$ cat src/rtl/nsr_pkg.sv
package nsr_pkg;

   typedef enum logic [2:0] {
      OP_IDLE   = 3'd0,
      OP_PROG   = 3'd1,
      OP_BERASE = 3'd2,
      OP_CERASE = 3'd3,
      OP_BLANK  = 3'd4,
      OP_SUSP   = 3'd5,
      OP_ABORT  = 3'd6,
      OP_RSVD   = 3'd7
   } nsr_op_e;

   localparam int STAT_W = 8;

   function automatic logic is_busy(input nsr_op_e op);
      return (op == OP_PROG) || (op == OP_BERASE) ||
             (op == OP_CERASE) || (op == OP_BLANK);
   endfunction

   function automatic logic is_erase_like(input nsr_op_e op);
      return (op == OP_BERASE) || (op == OP_CERASE) || (op == OP_SUSP);
   endfunction

endpackage

$ cat src/rtl/nsr_read_detect.sv
module nsr_read_detect #(
   parameter bit STROBE_EDGE = 1'b1
) (
   input  logic clk,
   input  logic rst_n,
   input  logic rd_strobe,
   output logic rd_ev
);

   generate
      if (STROBE_EDGE) begin : g_edge
         logic strobe_q;
         always_ff @(posedge clk or negedge rst_n) begin
            if (!rst_n) strobe_q <= 1'b0;
            else        strobe_q <= rd_strobe;
         end
         assign rd_ev = rd_strobe & ~strobe_q;

         a_r13_single_event: assert property (@(posedge clk) disable iff (!rst_n)
            rd_ev |=> !rd_ev);
      end else begin : g_level
         assign rd_ev = rd_strobe;
      end
   endgenerate

endmodule

$ cat src/rtl/nsr_mode_track.sv
module nsr_mode_track
   import nsr_pkg::*;
(
   input  logic    clk,
   input  logic    rst_n,
   input  nsr_op_e op,
   input  logic    in_blk,
   input  logic    sus_done,
   input  logic    abort_rst,
   output logic    start_op,
   output logic    abort_act,
   output logic    t6_en,
   output logic    t2_en
);

   nsr_op_e prev_op;
   logic    abort_q;

   always_ff @(posedge clk or negedge rst_n) begin
      if (!rst_n) prev_op <= OP_IDLE;
      else        prev_op <= op;
   end

   always_ff @(posedge clk or negedge rst_n) begin
      if (!rst_n)              abort_q <= 1'b0;
      else if (op == OP_ABORT) abort_q <= 1'b1;
      else if (abort_rst)      abort_q <= 1'b0;
   end

   assign abort_act = (op == OP_ABORT) | abort_q;
   assign start_op  = is_busy(op) &&
                      ((prev_op == OP_IDLE) || (prev_op == OP_RSVD));
   assign t6_en     = !abort_act &&
                      (is_busy(op) || ((op == OP_SUSP) && in_blk && !sus_done));
   assign t2_en     = !abort_act && is_erase_like(op) && in_blk;

   a_r10_abort_hold: assert property (@(posedge clk) disable iff (!rst_n)
      (abort_q && !abort_rst) |=> abort_q);
   a_r10_abort_set: assert property (@(posedge clk) disable iff (!rst_n)
      (op == OP_ABORT) |=> abort_act);

endmodule

$ cat src/rtl/nsr_toggle_bank.sv
module nsr_toggle_bank (
   input  logic clk,
   input  logic rst_n,
   input  logic clr,
   input  logic rd_ev,
   input  logic t6_en,
   input  logic t2_en,
   output logic t6,
   output logic t2
);

   always_ff @(posedge clk or negedge rst_n) begin
      if (!rst_n) begin
         t6 <= 1'b0;
         t2 <= 1'b0;
      end else if (clr) begin
         t6 <= 1'b0;
         t2 <= 1'b0;
      end else begin
         if (rd_ev && t6_en) t6 <= ~t6;
         if (rd_ev && t2_en) t2 <= ~t2;
      end
   end

   a_r4_b6_flip: assert property (@(posedge clk) disable iff (!rst_n)
      (rd_ev && t6_en && !clr) |=> (t6 != $past(t6)));
   a_r7_b2_hold: assert property (@(posedge clk) disable iff (!rst_n)
      (!t2_en && !clr) |=> $stable(t2));
   a_r12_clear: assert property (@(posedge clk) disable iff (!rst_n)
      clr |=> (!t6 && !t2));

endmodule

$ cat src/rtl/nsr_status_mux.sv
module nsr_status_mux
   import nsr_pkg::*;
(
   input  nsr_op_e             op,
   input  logic                abort_act,
   input  logic                in_blk,
   input  logic                op_fail,
   input  logic                prog_bit,
   input  logic                erase_running,
   input  logic                t6,
   input  logic                t2,
   output logic [STAT_W-1:0]   stat,
   output logic                is_status
);

   always_comb begin
      stat      = '0;
      is_status = 1'b1;
      if (abort_act) begin
         stat = {~prog_bit, t6, 1'b0, 1'b0, 1'b0, t2, 1'b1, 1'b0};
      end else begin
         unique case (op)
            OP_PROG:   stat = {~prog_bit, t6, op_fail, 1'b0, 1'b0, t2, 2'b00};
            OP_BERASE: stat = {1'b0, t6, op_fail, 1'b0, erase_running, t2, 2'b00};
            OP_CERASE: stat = {1'b0, t6, op_fail, 1'b0, 1'b1, t2, 2'b00};
            OP_BLANK:  stat = {1'b0, t6, op_fail, 1'b0, 1'b0, t2, 2'b00};
            OP_SUSP: begin
               stat      = {1'b0, t6, 1'b0, 1'b0, 1'b1, t2, 2'b00};
               is_status = in_blk;
            end
            default:   is_status = 1'b0;
         endcase
      end
   end

endmodule

$ cat src/rtl/nor_status_responder.sv
module nor_status_responder
   import nsr_pkg::*;
#(
   parameter int DW          = 16,
   parameter bit STROBE_EDGE = 1'b1
) (
   input  logic          clk,
   input  logic          rst_n,
   input  logic [2:0]    op_state,
   input  logic          op_fail,
   input  logic          prog_bit,
   input  logic          erase_running,
   input  logic          suspend_done,
   input  logic          abort_rst,
   input  logic          rd_strobe,
   input  logic          rd_in_erase_blk,
   input  logic [DW-1:0] arr_data,
   output logic [DW-1:0] dout
);

   localparam int PAD_W = DW - STAT_W;

   generate
      if (DW < STAT_W) begin : g_bad_width
         $error("nor_status_responder: DW must be at least 8");
      end
   endgenerate

   nsr_op_e           op;
   logic              rd_ev, start_op, abort_act, t6_en, t2_en, t6, t2;
   logic              is_status;
   logic [STAT_W-1:0] stat;
   logic [DW-1:0]     stat_ext;

   assign op = nsr_op_e'(op_state);

   nsr_read_detect #(.STROBE_EDGE(STROBE_EDGE)) u_rd (
      .clk(clk), .rst_n(rst_n), .rd_strobe(rd_strobe), .rd_ev(rd_ev));

   nsr_mode_track u_mode (
      .clk(clk), .rst_n(rst_n), .op(op), .in_blk(rd_in_erase_blk),
      .sus_done(suspend_done), .abort_rst(abort_rst), .start_op(start_op),
      .abort_act(abort_act), .t6_en(t6_en), .t2_en(t2_en));

   nsr_toggle_bank u_tog (
      .clk(clk), .rst_n(rst_n), .clr(start_op), .rd_ev(rd_ev),
      .t6_en(t6_en), .t2_en(t2_en), .t6(t6), .t2(t2));

   nsr_status_mux u_mux (
      .op(op), .abort_act(abort_act), .in_blk(rd_in_erase_blk),
      .op_fail(op_fail), .prog_bit(prog_bit), .erase_running(erase_running),
      .t6(t6), .t2(t2), .stat(stat), .is_status(is_status));

   generate
      if (PAD_W > 0) begin : g_pad
         assign stat_ext = {{PAD_W{1'b0}}, stat};
      end else begin : g_nopad
         assign stat_ext = stat;
      end
   endgenerate

   assign dout = is_status ? stat_ext : arr_data;

   a_r1_idle_array: assert property (@(posedge clk) disable iff (!rst_n)
      (!abort_act && ((op == OP_IDLE) || (op == OP_RSVD))) |-> (dout == arr_data));
   a_r2_prog_bit7: assert property (@(posedge clk) disable iff (!rst_n)
      (!abort_act && (op == OP_PROG)) |-> (dout[7] == ~prog_bit));
   a_r8_susp_array: assert property (@(posedge clk) disable iff (!rst_n)
      (!abort_act && (op == OP_SUSP) && !rd_in_erase_blk) |-> (dout == arr_data));
   a_r11_reserved_zero: assert property (@(posedge clk) disable iff (!rst_n)
      is_status |-> (!dout[4] && !dout[0] && ((dout >> STAT_W) == '0)));

endmodule

$ cat config.mk
export PLATFORM = sky130hd
export DESIGN_NAME = nor_status_responder
export DESIGN_NICKNAME = d
export VERILOG_FILES = /design/src/rtl/nsr_pkg.sv /design/src/rtl/nsr_read_detect.sv /design/src/rtl/nsr_mode_track.sv /design/src/rtl/nsr_toggle_bank.sv /design/src/rtl/nsr_status_mux.sv /design/src/rtl/nor_status_responder.sv
export SDC_FILE = /design/constraint.sdc
export NUM_CORES = 1
export LEC_CHECK = 0
export ABC_AREA = 1
export CAP_MARGIN = 10
export CORE_AREA = 2 2 39 41
export DETAILED_ROUTE_END_ITERATION = 10
export DIE_AREA = 0 0 41 43
export DONT_BUFFER_PORTS = 1
export PLACE_DENSITY = 0.65
export SLEW_MARGIN = 10
export SYNTH_ARGS = -nofsm -noshare
export SYNTH_HDL_FRONTEND = slang
export SYNTH_HIERARCHICAL = 1
export SYNTH_SLANG_ARGS = --single-unit
$ cat constraint.sdc
create_clock -name clk -period 2.7 [get_ports clk]
set_clock_uncertainty 0.05 [all_clocks]
set_input_delay 0.54 -clock clk [delete_from_list [all_inputs] [get_ports clk]]
set_output_delay 0.54 -clock clk [all_outputs]
set_load 0.05 [all_outputs]
==> impl_metrics.py, run 1 <==
metrics = {
    "cts": {
        "clkLatencyLatePin_ns": 0.25,
        "cts.path.max_buffers": 2,
        "htree_num_levels": 1,
        "numCtsBuffers": 3,
        "post-cts-setup-buffer-count": 0,
        "cts_tree": "done",
        "cts-root-buf": "clkbuf_4",
        "clock-sinks": 7,
        "path_clk_slew_ns": 0.06,
    },
    "finish": {
        "stdcell_area_um2": 912,
        "fillers": 131,
        "finalNonFillerCells": 154,
        "multi_input_area_um2": 368,
        "area_growth_syn_to_layout_pct": 36.5,
        "diodes": 0,
        "nets": 167,
        "drive_gt1_share_pct": 21.7,
        "final_cell_mix": "nand2_1, nor2_1, inv_1",
        "seq_area_um2": 175,
        "layout_commonest_cell": "nand2_1",
    },
    "power": {
        "power_leakage_uw": 0.000552,
        "peakVddDrop_mv": 0.456,
        "powerDensity_nw_per_um2": 575,
    },
    "detailed_routing": {
        "drtAntennaViolNets": 0,
        "num_vias": 734,
        "vias_per_cell": 4.77,
        "drt_iter0_drc": 25,
        "wire_per_inst_um": 9.82,
        "dr.pass1.iters": 4,
        "drt-total-wl_um": 1510,
        "drc": 0,
    },
    "floorplanning": {
        "fp.dieArea_um2": 1760,
        "num_io_pins": 44,
        "die_height_um": 43,
        "core_area_um2": 1380,
        "rows": 14,
        "start_util_pct": 48.3,
        "dieWidth_um": 41,
    },
    "place": {
        "dpl.hpwl_um": 1260,
        "postPlaceCellArea_um2": 871,
        "io_buffer_count": 0,
        "dp_cells": 149,
        "gp_congestion": 0.701,
    },
    "synthesis": {
        "synth_top_family_by_area": "simple AND/OR/NAND/NOR gates",
        "synth_top_area_cell": "dfrtp_1",
        "synth_fa_ha_area_share_pct": 0,
        "synthTopCellsByArea": "dfrtp_1, nand2_1, nor2_1",
        "synth-compound-area-share_pct": 6.37,
        "yosysSeqAreaShare_pct": 26.2,
        "synthSimpleGateAreaFrac_pct": 47.0,
        "synth.distinct_cells": 17,
        "syn_avg_cell_area_um2": 5.57,
        "synth-xor-area-share_pct": 0,
        "syn_inst": 120,
        "ys_seq_elements": 7,
        "synth_area_um2": 668,
        "yosysTopAreaCellShare_pct": 26.2,
        "muxShareOfSynthArea_pct": 0,
        "yosys_warnings": 6,
    },
    "global_route": {
        "antenna_found_initial": 0,
        "grt_use_total_pct": 18.8,
        "grt_max_degree": 14,
        "grt_pass1_vias": 637,
        "grt_pass1_wl_um": 2340,
        "grt_overflow": 0,
    },
    "flow_run": {
        "drv_cap": 0,
    },
    "sta": {
        "tns_ns": 0,
        "slew_violations": 0,
        "period_needed_ns": 2.35,
        "hold_viol_final": 0,
        "max_freq_ghz": 0.425,
        "setup_violations": 0,
        "period_share_pct": 87.1,
        "timing.hold.ws_ns": 0.267,
        "rsz0062_at_grt": "false",
    },
    "setup_path": {
        "criticalPathCategory": "reg2out",
        "r2r_setup_slack_ns": 1.63,
        "arrival_ns": 1.76,
        "cp-end-kind": "primary output",
        "start_kind": "register",
        "cp_max_fo": 13,
        "worstPathRequired_ns": 2.11,
    },
    "worst_hold_path": {
        "holdCritPathClass": "in2reg",
    },
    "outcome": {
        "status": "finished, final reports clean",
    },
}
worst paths after layout:
| path | startpoint | to | depth (start not counted) |
|---|---|---|---|
| worst max-delay path | u_mode/abort_q$_DFFE_PN0P_ | dout[9] | 8 |
| worst min-delay path | rd_strobe | u_rd/g_edge.strobe_q$_DFF_PN0_ | 0 |
| worst max register to register | u_mode/abort_q$_DFFE_PN0P_ | u_tog/t2$_DFFE_PN0P_ | 6 |
| worst min register to register | u_tog/t6$_DFFE_PN0P_ | u_tog/t6$_DFFE_PN0P_ | 2 |
| max in group asynchronous | rst_n | u_tog/t2$_DFFE_PN0P_ | 1 |
| min in group asynchronous | rst_n | u_rd/g_edge.strobe_q$_DFF_PN0_ | 1 |
through the flow:
| stage | total power (uW) | util [%] | setup slack [ns] |
|---|---|---|---|
| after floorplan | 324 | - | 0.169 |
| after CTS | 529 | 65.6 | 0.149 |
| after global routing | 558 | 65.9 | 0.172 |
| after detailed placement | 432 | 62.9 | 0.157 |
| final | 525 | 65.9 | 0.348 |
| after global placement | 426 | 62.9 | 0.232 |
kinds of logic after synthesis:
group                  Yosys count
DFF                              7
AOI/OAI and AO/OA                7
and+or+nand+nor                 78
other                            1
buffers and inverters           27
worst max-delay path: stages (launching register included):
cell	delay [ns]
dfrtp_1	0.37
inv_1	0.07
nand2_1	0.11
clkinv_2	0.09
nand2_2	0.06
o21bai_2	0.30
buf_4	0.21
nor2_1	0.10
buf_4	0.20
layer usage:
layer,track usage (%),wire [um],vias to the layer above
met4,6.00,0,0
met5,0,0,-
met2,31.3,763,36
met1,22.4,578,315
li1,-,-,383
met3,4.71,170,0
power breakdown:
part | internal [uW] | switching (uW) | total, uW | leakage [uW]
combinational | 122 | 180 | 302 | 0.000450
sequential | 120 | 10.5 | 131 | 0.0000843
clock | 54.0 | 38.3 | 92.3 | 0.0000177
sequential cells by signal (all words and copies together), names as in the netlist:
signal,count
u_mode/abort_q,1
u_rd/g_edge.strobe_q,1
u_tog/t2,1
u_tog/t6,1
u_mode/prev_op,3
cells in the mapped netlist (all sizes together):
cell and number:
conb 1, o21bai 3, dfrtp 7, a21oi 2, nand4 1, nor2 22, nand3 7, clkinv 1
o21ai 2, buf 5, inv 21, nand2 48
final cells by class:
cell class                      instances  area share [%]
Clock buffer                            3            2.47
Timing Repair Buffer                   18            26.1
Multi-Input combinational cell         87            40.3
Sequential cell                         7            19.2
Clock inverter                          1           0.549
Inverter                               22            9.19
Tap cell                               16            2.19
what timing repair did:
action | 4_1_cts | 5_1_grt
endpoints found under the hold margin | 7 | 0
endpoints found under the setup margin | 0 | 8
gates resized for setup | 0 | 1
hold buffers | 1 | 0
(Power assumes the default switching activity.)
==> inputs of run 2 (changes only) <==
--- a/config.mk
+++ b/config.mk
@@ -5,13 +5,11 @@
 export SDC_FILE = /design/constraint.sdc
 export NUM_CORES = 1
 export LEC_CHECK = 0
-export ABC_AREA = 1
 export CAP_MARGIN = 10
 export CORE_AREA = 2 2 39 41
 export DETAILED_ROUTE_END_ITERATION = 10
 export DIE_AREA = 0 0 41 43
 export DONT_BUFFER_PORTS = 1
-export PLACE_DENSITY = 0.65
 export SLEW_MARGIN = 10
 export SYNTH_ARGS = -nofsm -noshare
 export SYNTH_HDL_FRONTEND = slang
==> impl_metrics.py, run 2 <==
metrics = {
    "outcome": {
        "status": "finished, final reports clean",
    },
    "worst_hold_path": {
        "holdCritPathClass": "in2reg",
        "min_to": "u_rd/g_edge.strobe_q$_DFF_PN0_",
        "min_path_cells": 0,
        "min_from": "rd_strobe",
    },
    "synthesis": {
        "synth_edf_count": 0,
        "synth_flop_cell": "dfrtp_1",
        "synthArstFlopShare_pct": 100,
        "synthTopCellsByArea": "dfrtp_1, and2b_2, mux2_2",
        "synth_common_cells": "and2b_2, dfrtp_1, mux2_2, nand3b_1, o21ai_0",
        "synth.distinct_cells": 31,
        "synth_area_um2": 663,
        "yosysSeqAreaShare_pct": 26.4,
        "yosysTopAreaCellShare_pct": 26.4,
        "syn_inst": 68,
        "synth_top_area_cell": "dfrtp_1",
        "ys_seq_elements": 7,
        "yosys_warnings": 6,
        "yosys.cell_count.top_type": "and2b_2",
        "syn_avg_cell_area_um2": 9.75,
    },
    "global_route": {
        "grt_pass1_vias": 430,
        "grt_use_total_pct": 15.1,
        "grt_overflow": 0,
        "grt_pass1_wl_um": 1730,
        "grt_max_degree": 17,
        "antenna_found_initial": 0,
    },
    "detailed_routing": {
        "dr.pass1.iters": 4,
        "drc": 0,
        "drt-total-wl_um": 1120,
        "wire_per_inst_um": 13.1,
        "drtAntennaViolNets": 0,
        "num_vias": 497,
        "vias_per_cell": 5.85,
        "drt_iter0_drc": 7,
    },
    "place": {
        "dp_cells": 80,
        "gp_congestion": 0.731,
        "dpl.hpwl_um": 877,
        "io_buffer_count": 0,
    },
    "sta": {
        "tns_ns": 0,
        "period_needed_ns": 2.25,
        "max_freq_ghz": 0.444,
        "setup_violations": 0,
        "hold_viol_final": 0,
        "slew_violations": 0,
        "timing.hold.ws_ns": 0.260,
        "period_share_pct": 83.5,
        "rsz0062_at_grt": "false",
    },
    "setup_path": {
        "cp_max_fo": 16,
        "r2r_setup_slack_ns": 1.35,
        "timing.rr.start": "u_mode/prev_op[0]$_DFF_PN0_",
        "start_kind": "primary input",
        "ff2ff_path_depth": 3,
        "arrival_ns": 1.66,
        "worstPathRequired_ns": 2.11,
        "cp-end-kind": "primary output",
        "rr_endpoint": "u_tog/t2$_DFFE_PN0P_",
        "criticalPathCategory": "in2out",
    },
    "finish": {
        "layout_commonest_cell": "and2b_2",
        "area_growth_syn_to_layout_pct": 1.70,
        "utilization_pct": 48.7,
        "largest_reg_flops": 3,
        "finalNonFillerCells": 85,
        "top_register": "u_mode/prev_op",
        "nets": 98,
        "diodes": 0,
        "drive_gt1_share_pct": 37.7,
        "fillers": 150,
        "final_cell_mix": "and2b_2, dfrtp_1, mux2_2",
    },
    "cts": {
        "htree_num_levels": 1,
        "cts.path.max_buffers": 2,
        "cts-root-buf": "clkbuf_4",
        "clkLatencyLatePin_ns": 0.26,
        "numCtsBuffers": 3,
        "cts_tree": "done",
        "path_clk_slew_ns": 0.05,
        "clock-sinks": 7,
        "cts_resized": 0,
    },
    "power": {
        "peakVddDrop_mv": 0.284,
        "powerDensity_nw_per_um2": 571,
        "power_leakage_uw": 0.000298,
    },
    "floorplanning": {
        "rows": 14,
        "dieWidth_um": 41,
        "die_height_um": 43,
        "core_area_um2": 1380,
        "fp.dieArea_um2": 1760,
        "num_io_pins": 44,
        "start_util_pct": 47.9,
    },
    "flow_run": {
        "drv_cap": 0,
    },
}
[run 2: cell types whose count changed after synthesis, moves of 3 or more]
cell	before	now
inv_2	3	0
nand2_1	46	3
nor2b_1	0	3
inv_1	18	1
mux2_2	0	6
nor2_1	20	3
and2b_2	0	8
nand3b_1	0	4
nand3_1	7	1
o21bai_1	3	0
[run 2: kinds of logic (layout without fill, tap and decap cells)]
family                 count (synthesis)  count (layout)  synth area share [%]
AO/OA/AOI/OAI                         16              16                  17.9
buffers and inverters                  6               6                  7.92
flip-flops                             7               7                  26.4
multiplexers                           8               8                  14.7
other                                  1               2                 0.565
AND/OR/NAND/NOR                       30              30                  32.5
[run 2: layout make-up]
class	instances	area [um2]	area share [%]
Multi-Input combinational cell	56	439	65.1
Sequential cell	7	175	26.0
Clock buffer	4	26.3	3.90
Timing Repair Buffer	1	10.0	1.48
Tap cell	16	20.0	2.97
Inverter	1	3.75	0.557
[run 2: routing by layer]
layer  up-vias  share of wire (%)  wire [um]  global-route usage [%]
met5         -                  0          0                       0
met2        31                 47        528                    20.6
met4         0                2.1         23                    10.0
met1       223                 38        427                    17.5
li1        239                  -          -                       -
met3         4                 12        136                    7.85
[run 2: how the worst max path moves through the flow]
stage	end	from
floorplan	dout[6]	op_state[2]
global placement	dout[2]	op_state[0]
detailed placement	dout[2]	op_state[0]
CTS	dout[2]	op_state[0]
global route	dout[4]	u_mode/abort_q$_DFFE_PN0P_
finish	dout[2]	op_state[0]
[run 2: through the flow]
stage                     power (uW)  cell area (um2)  worst slack (ns)
after floorplan                  293              667             0.371
after global placement           291              638             0.446
after detailed placement         291              638             0.416
after CTS                        392              674             0.421
after global routing             410              674             0.318
final                            385              674             0.445
[run 2: power by group]
| group | internal [uW] | total (uW) | switching (uW) |
|---|---|---|---|
| combinational | 54.0 | 170 | 116 |
| clock | 56.3 | 93.6 | 37.4 |
| sequential | 115 | 121 | 5.67 |
| total | 225 | 385 | 159 |
[run 2: what timing repair did]
action	4_1_cts	5_1_grt
endpoints found under the hold margin	7	0
hold buffers	1	0
setup buffers	0	0
[run 2: critical path, stage by stage]
cell and delay (ns):
nand3b_1 0.14, nand2_1 0.18, a21o_2 0.30, mux2_2 0.50
==> inputs of run 3 (changes only) <==
--- a/config.mk
+++ b/config.mk
@@ -10,6 +10,7 @@
 export DETAILED_ROUTE_END_ITERATION = 10
 export DIE_AREA = 0 0 41 43
 export DONT_BUFFER_PORTS = 1
+export PLACE_DENSITY = 0.67
 export SLEW_MARGIN = 10
 export SYNTH_ARGS = -nofsm -noshare
 export SYNTH_HDL_FRONTEND = slang
==> constraint.sdc (replaced) <==
create_clock -name clk -period 1.9 [get_ports clk]
set_clock_uncertainty 0.05 [all_clocks]
set_input_delay 0.38 -clock clk [delete_from_list [all_inputs] [get_ports clk]]
set_output_delay 0.38 -clock clk [all_outputs]
set_load 0.05 [all_outputs]
==> impl_metrics.py, run 3 (synthesized netlist as in run 2, its figures left out) <==
metrics = {
    "power": {
        "peakVddDrop_mv": 0.476,
        "seq_power_share_pct": 29.4,
        "p_sw_share_pct": 41.2,
        "power.share.clock_pct": 22.4,
        "p_int_uw": 343,
        "powerDensity_nw_per_um2": 771,
        "power_leakage_uw": 0.000323,
        "pwr-share-comb_pct": 48.2,
        "p_switching_uw": 240,
    },
    "sta": {
        "hold_viol_final": 0,
        "rsz0062_at_grt": "true",
        "slew_violations": 0,
        "timing.hold.ws_ns": 0.105,
        "setup_violations": 2,
        "setup_slack_ns": -0.00135,
        "max_freq_ghz": 0.526,
        "period_needed_ns": 1.90,
        "period_share_pct": 100,
    },
    "finish": {
        "area_growth_syn_to_layout_pct": 14.2,
        "stdcell_area_um2": 757,
        "layout_commonest_cell": "and2b_4",
        "drive_gt1_share_pct": 47.9,
        "diodes": 0,
        "top_register": "u_mode/prev_op",
        "nets": 102,
        "largest_reg_flops": 3,
        "final_cell_mix": "and2b_4, dfrtp_1, mux2_4, mux2_2, nand3b_1",
    },
    "outcome": {
        "status": "finished, violations left",
        "violations": "negative setup slack",
    },
    "cts": {
        "clkLatencyLatePin_ns": 0.25,
        "path_clk_slew_ns": 0.05,
        "numCtsBuffers": 3,
        "htree_num_levels": 1,
        "clock-sinks": 7,
        "cts-root-buf": "clkbuf_4",
        "cts_tree": "done",
        "cts.path.max_buffers": 2,
    },
    "detailed_routing": {
        "wire_per_inst_um": 15.4,
        "vias_per_cell": 6.13,
        "drt-total-wl_um": 1370,
        "drc": 0,
        "num_vias": 546,
        "drtAntennaViolNets": 0,
        "drt_iter0_drc": 7,
        "dr.pass1.iters": 4,
    },
    "floorplanning": {
        "fp.dieArea_um2": 1760,
        "core_area_um2": 1380,
        "dieWidth_um": 41,
        "rows": 14,
        "die_height_um": 43,
        "start_util_pct": 47.9,
        "num_io_pins": 44,
    },
    "global_route": {
        "grt_pass1_wl_um": 2170,
        "grt_use_total_pct": 18.5,
        "antenna_found_initial": 0,
        "grt_overflow": 0,
        "grt_pass1_vias": 521,
        "grt_max_degree": 15,
    },
    "setup_path": {
        "critical-path-slowest-cell": "or3_4",
        "cp-startpoint": "op_state[2]",
        "r2r_setup_slack_ns": 0.54,
        "start_kind": "primary input",
        "criticalPathCategory": "in2out",
        "cp_max_fo": 13,
        "worstPathCellList": "or3_4 > a21o_4 > mux2_2",
        "worstPathRequired_ns": 1.47,
        "cp-end-kind": "primary output",
        "timing.rr.start": "u_mode/prev_op[0]$_DFF_PN0_",
        "critical-path-max-stage-delay_ns": 0.41,
        "arrival_ns": 1.47,
    },
    "flow_run": {
        "drv_cap": 0,
    },
    "worst_hold_path": {
        "min_from": "rd_strobe",
        "holdCritPathClass": "in2reg",
    },
    "place": {
        "gp_congestion": 0.712,
        "postPlaceCellArea_um2": 656,
        "pre_cts_ws_ns": -0.0383,
        "io_buffer_count": 0,
    },
}
[run 3: changes by cell type in the layout (fill, tap and decap cells not counted), sizes merged]
cell    change
a21o        +1
buf         +3
clkbuf      -1
clkinv      +1
[run 3: per-layer routing]
| layer | vias up | track usage, % | wire length (um) | share of wire [%] |
|---|---|---|---|---|
| li1 | 249 | - | - | - |
| met3 | 2 | 6.28 | 116 | 8.5 |
| met4 | 0 | 8.00 | 12 | 0.88 |
| met2 | 30 | 28.4 | 701 | 51 |
| met5 | - | 0 | 0 | 0 |
| met1 | 265 | 22.6 | 537 | 39 |
[run 3: final timing paths]
kind / to / cells after the start
max: dout[4] / 3
min: u_rd/g_edge.strobe_q$_DFF_PN0_ / 0
max reg2reg: u_tog/t2$_DFFE_PN0P_ / 3
min reg2reg: u_tog/t2$_DFFE_PN0P_ / 2
max in group asynchronous: u_tog/t2$_DFFE_PN0P_ / 1
min in group asynchronous: u_mode/prev_op[1]$_DFF_PN0_ / 1
[run 3: cell type report]
cell class	instances	area, um2
inverters	1	3.75
repair buffers	4	36.3
flip-flops and latches	7	175
clock buffers	3	22.5
clock inverters	1	5.00
multi-input cells	57	494
fillers	127	627
well taps	16	20.0
[run 3: what timing repair did]
item | 4_1_cts | 5_1_grt
pin swaps | 0 | 0
setup endpoints to repair | 16 | 8
setup buffers | 1 | 1
gates cloned | 1 | 0
gates resized for setup | 8 | 3
hold endpoints to repair | 7 | 0
hold buffers | 1 | 0
[run 3: power groups by stage]
stage | combinational [uW] | sequential [uW] | clock (uW)
finish | 281 | 172 | 131
global route | 298 | 174 | 143
global placement | 249 | 174 | 0
CTS | 277 | 172 | 136
floorplan | 252 | 172 | 0
detailed placement | 252 | 175 | 0
[run 3: metrics by stage]
| step | setup TNS [ns] | power (uW) | utilization, % | std cells |
|---|---|---|---|---|
| 5_1_grt | -0.134 | 615 | 54.7 | 89 |
| 4_1_cts | -0.00997 | 585 | 53.3 | 88 |
| 3_3_place_gp | -0.139 | 424 | 47.4 | 81 |
| 3_5_place_dp | -0.246 | 426 | 47.4 | 81 |
| 2_1_floorplan | -0.813 | 424 | - | 69 |
| 6_report | -0.00140 | 583 | 54.7 | 89 |
[run 3: critical path: cells and delay by family]
kind	cells	cell delay [ns]
simple gates	1	0.41
compound gates	1	0.27
mux	1	0.41
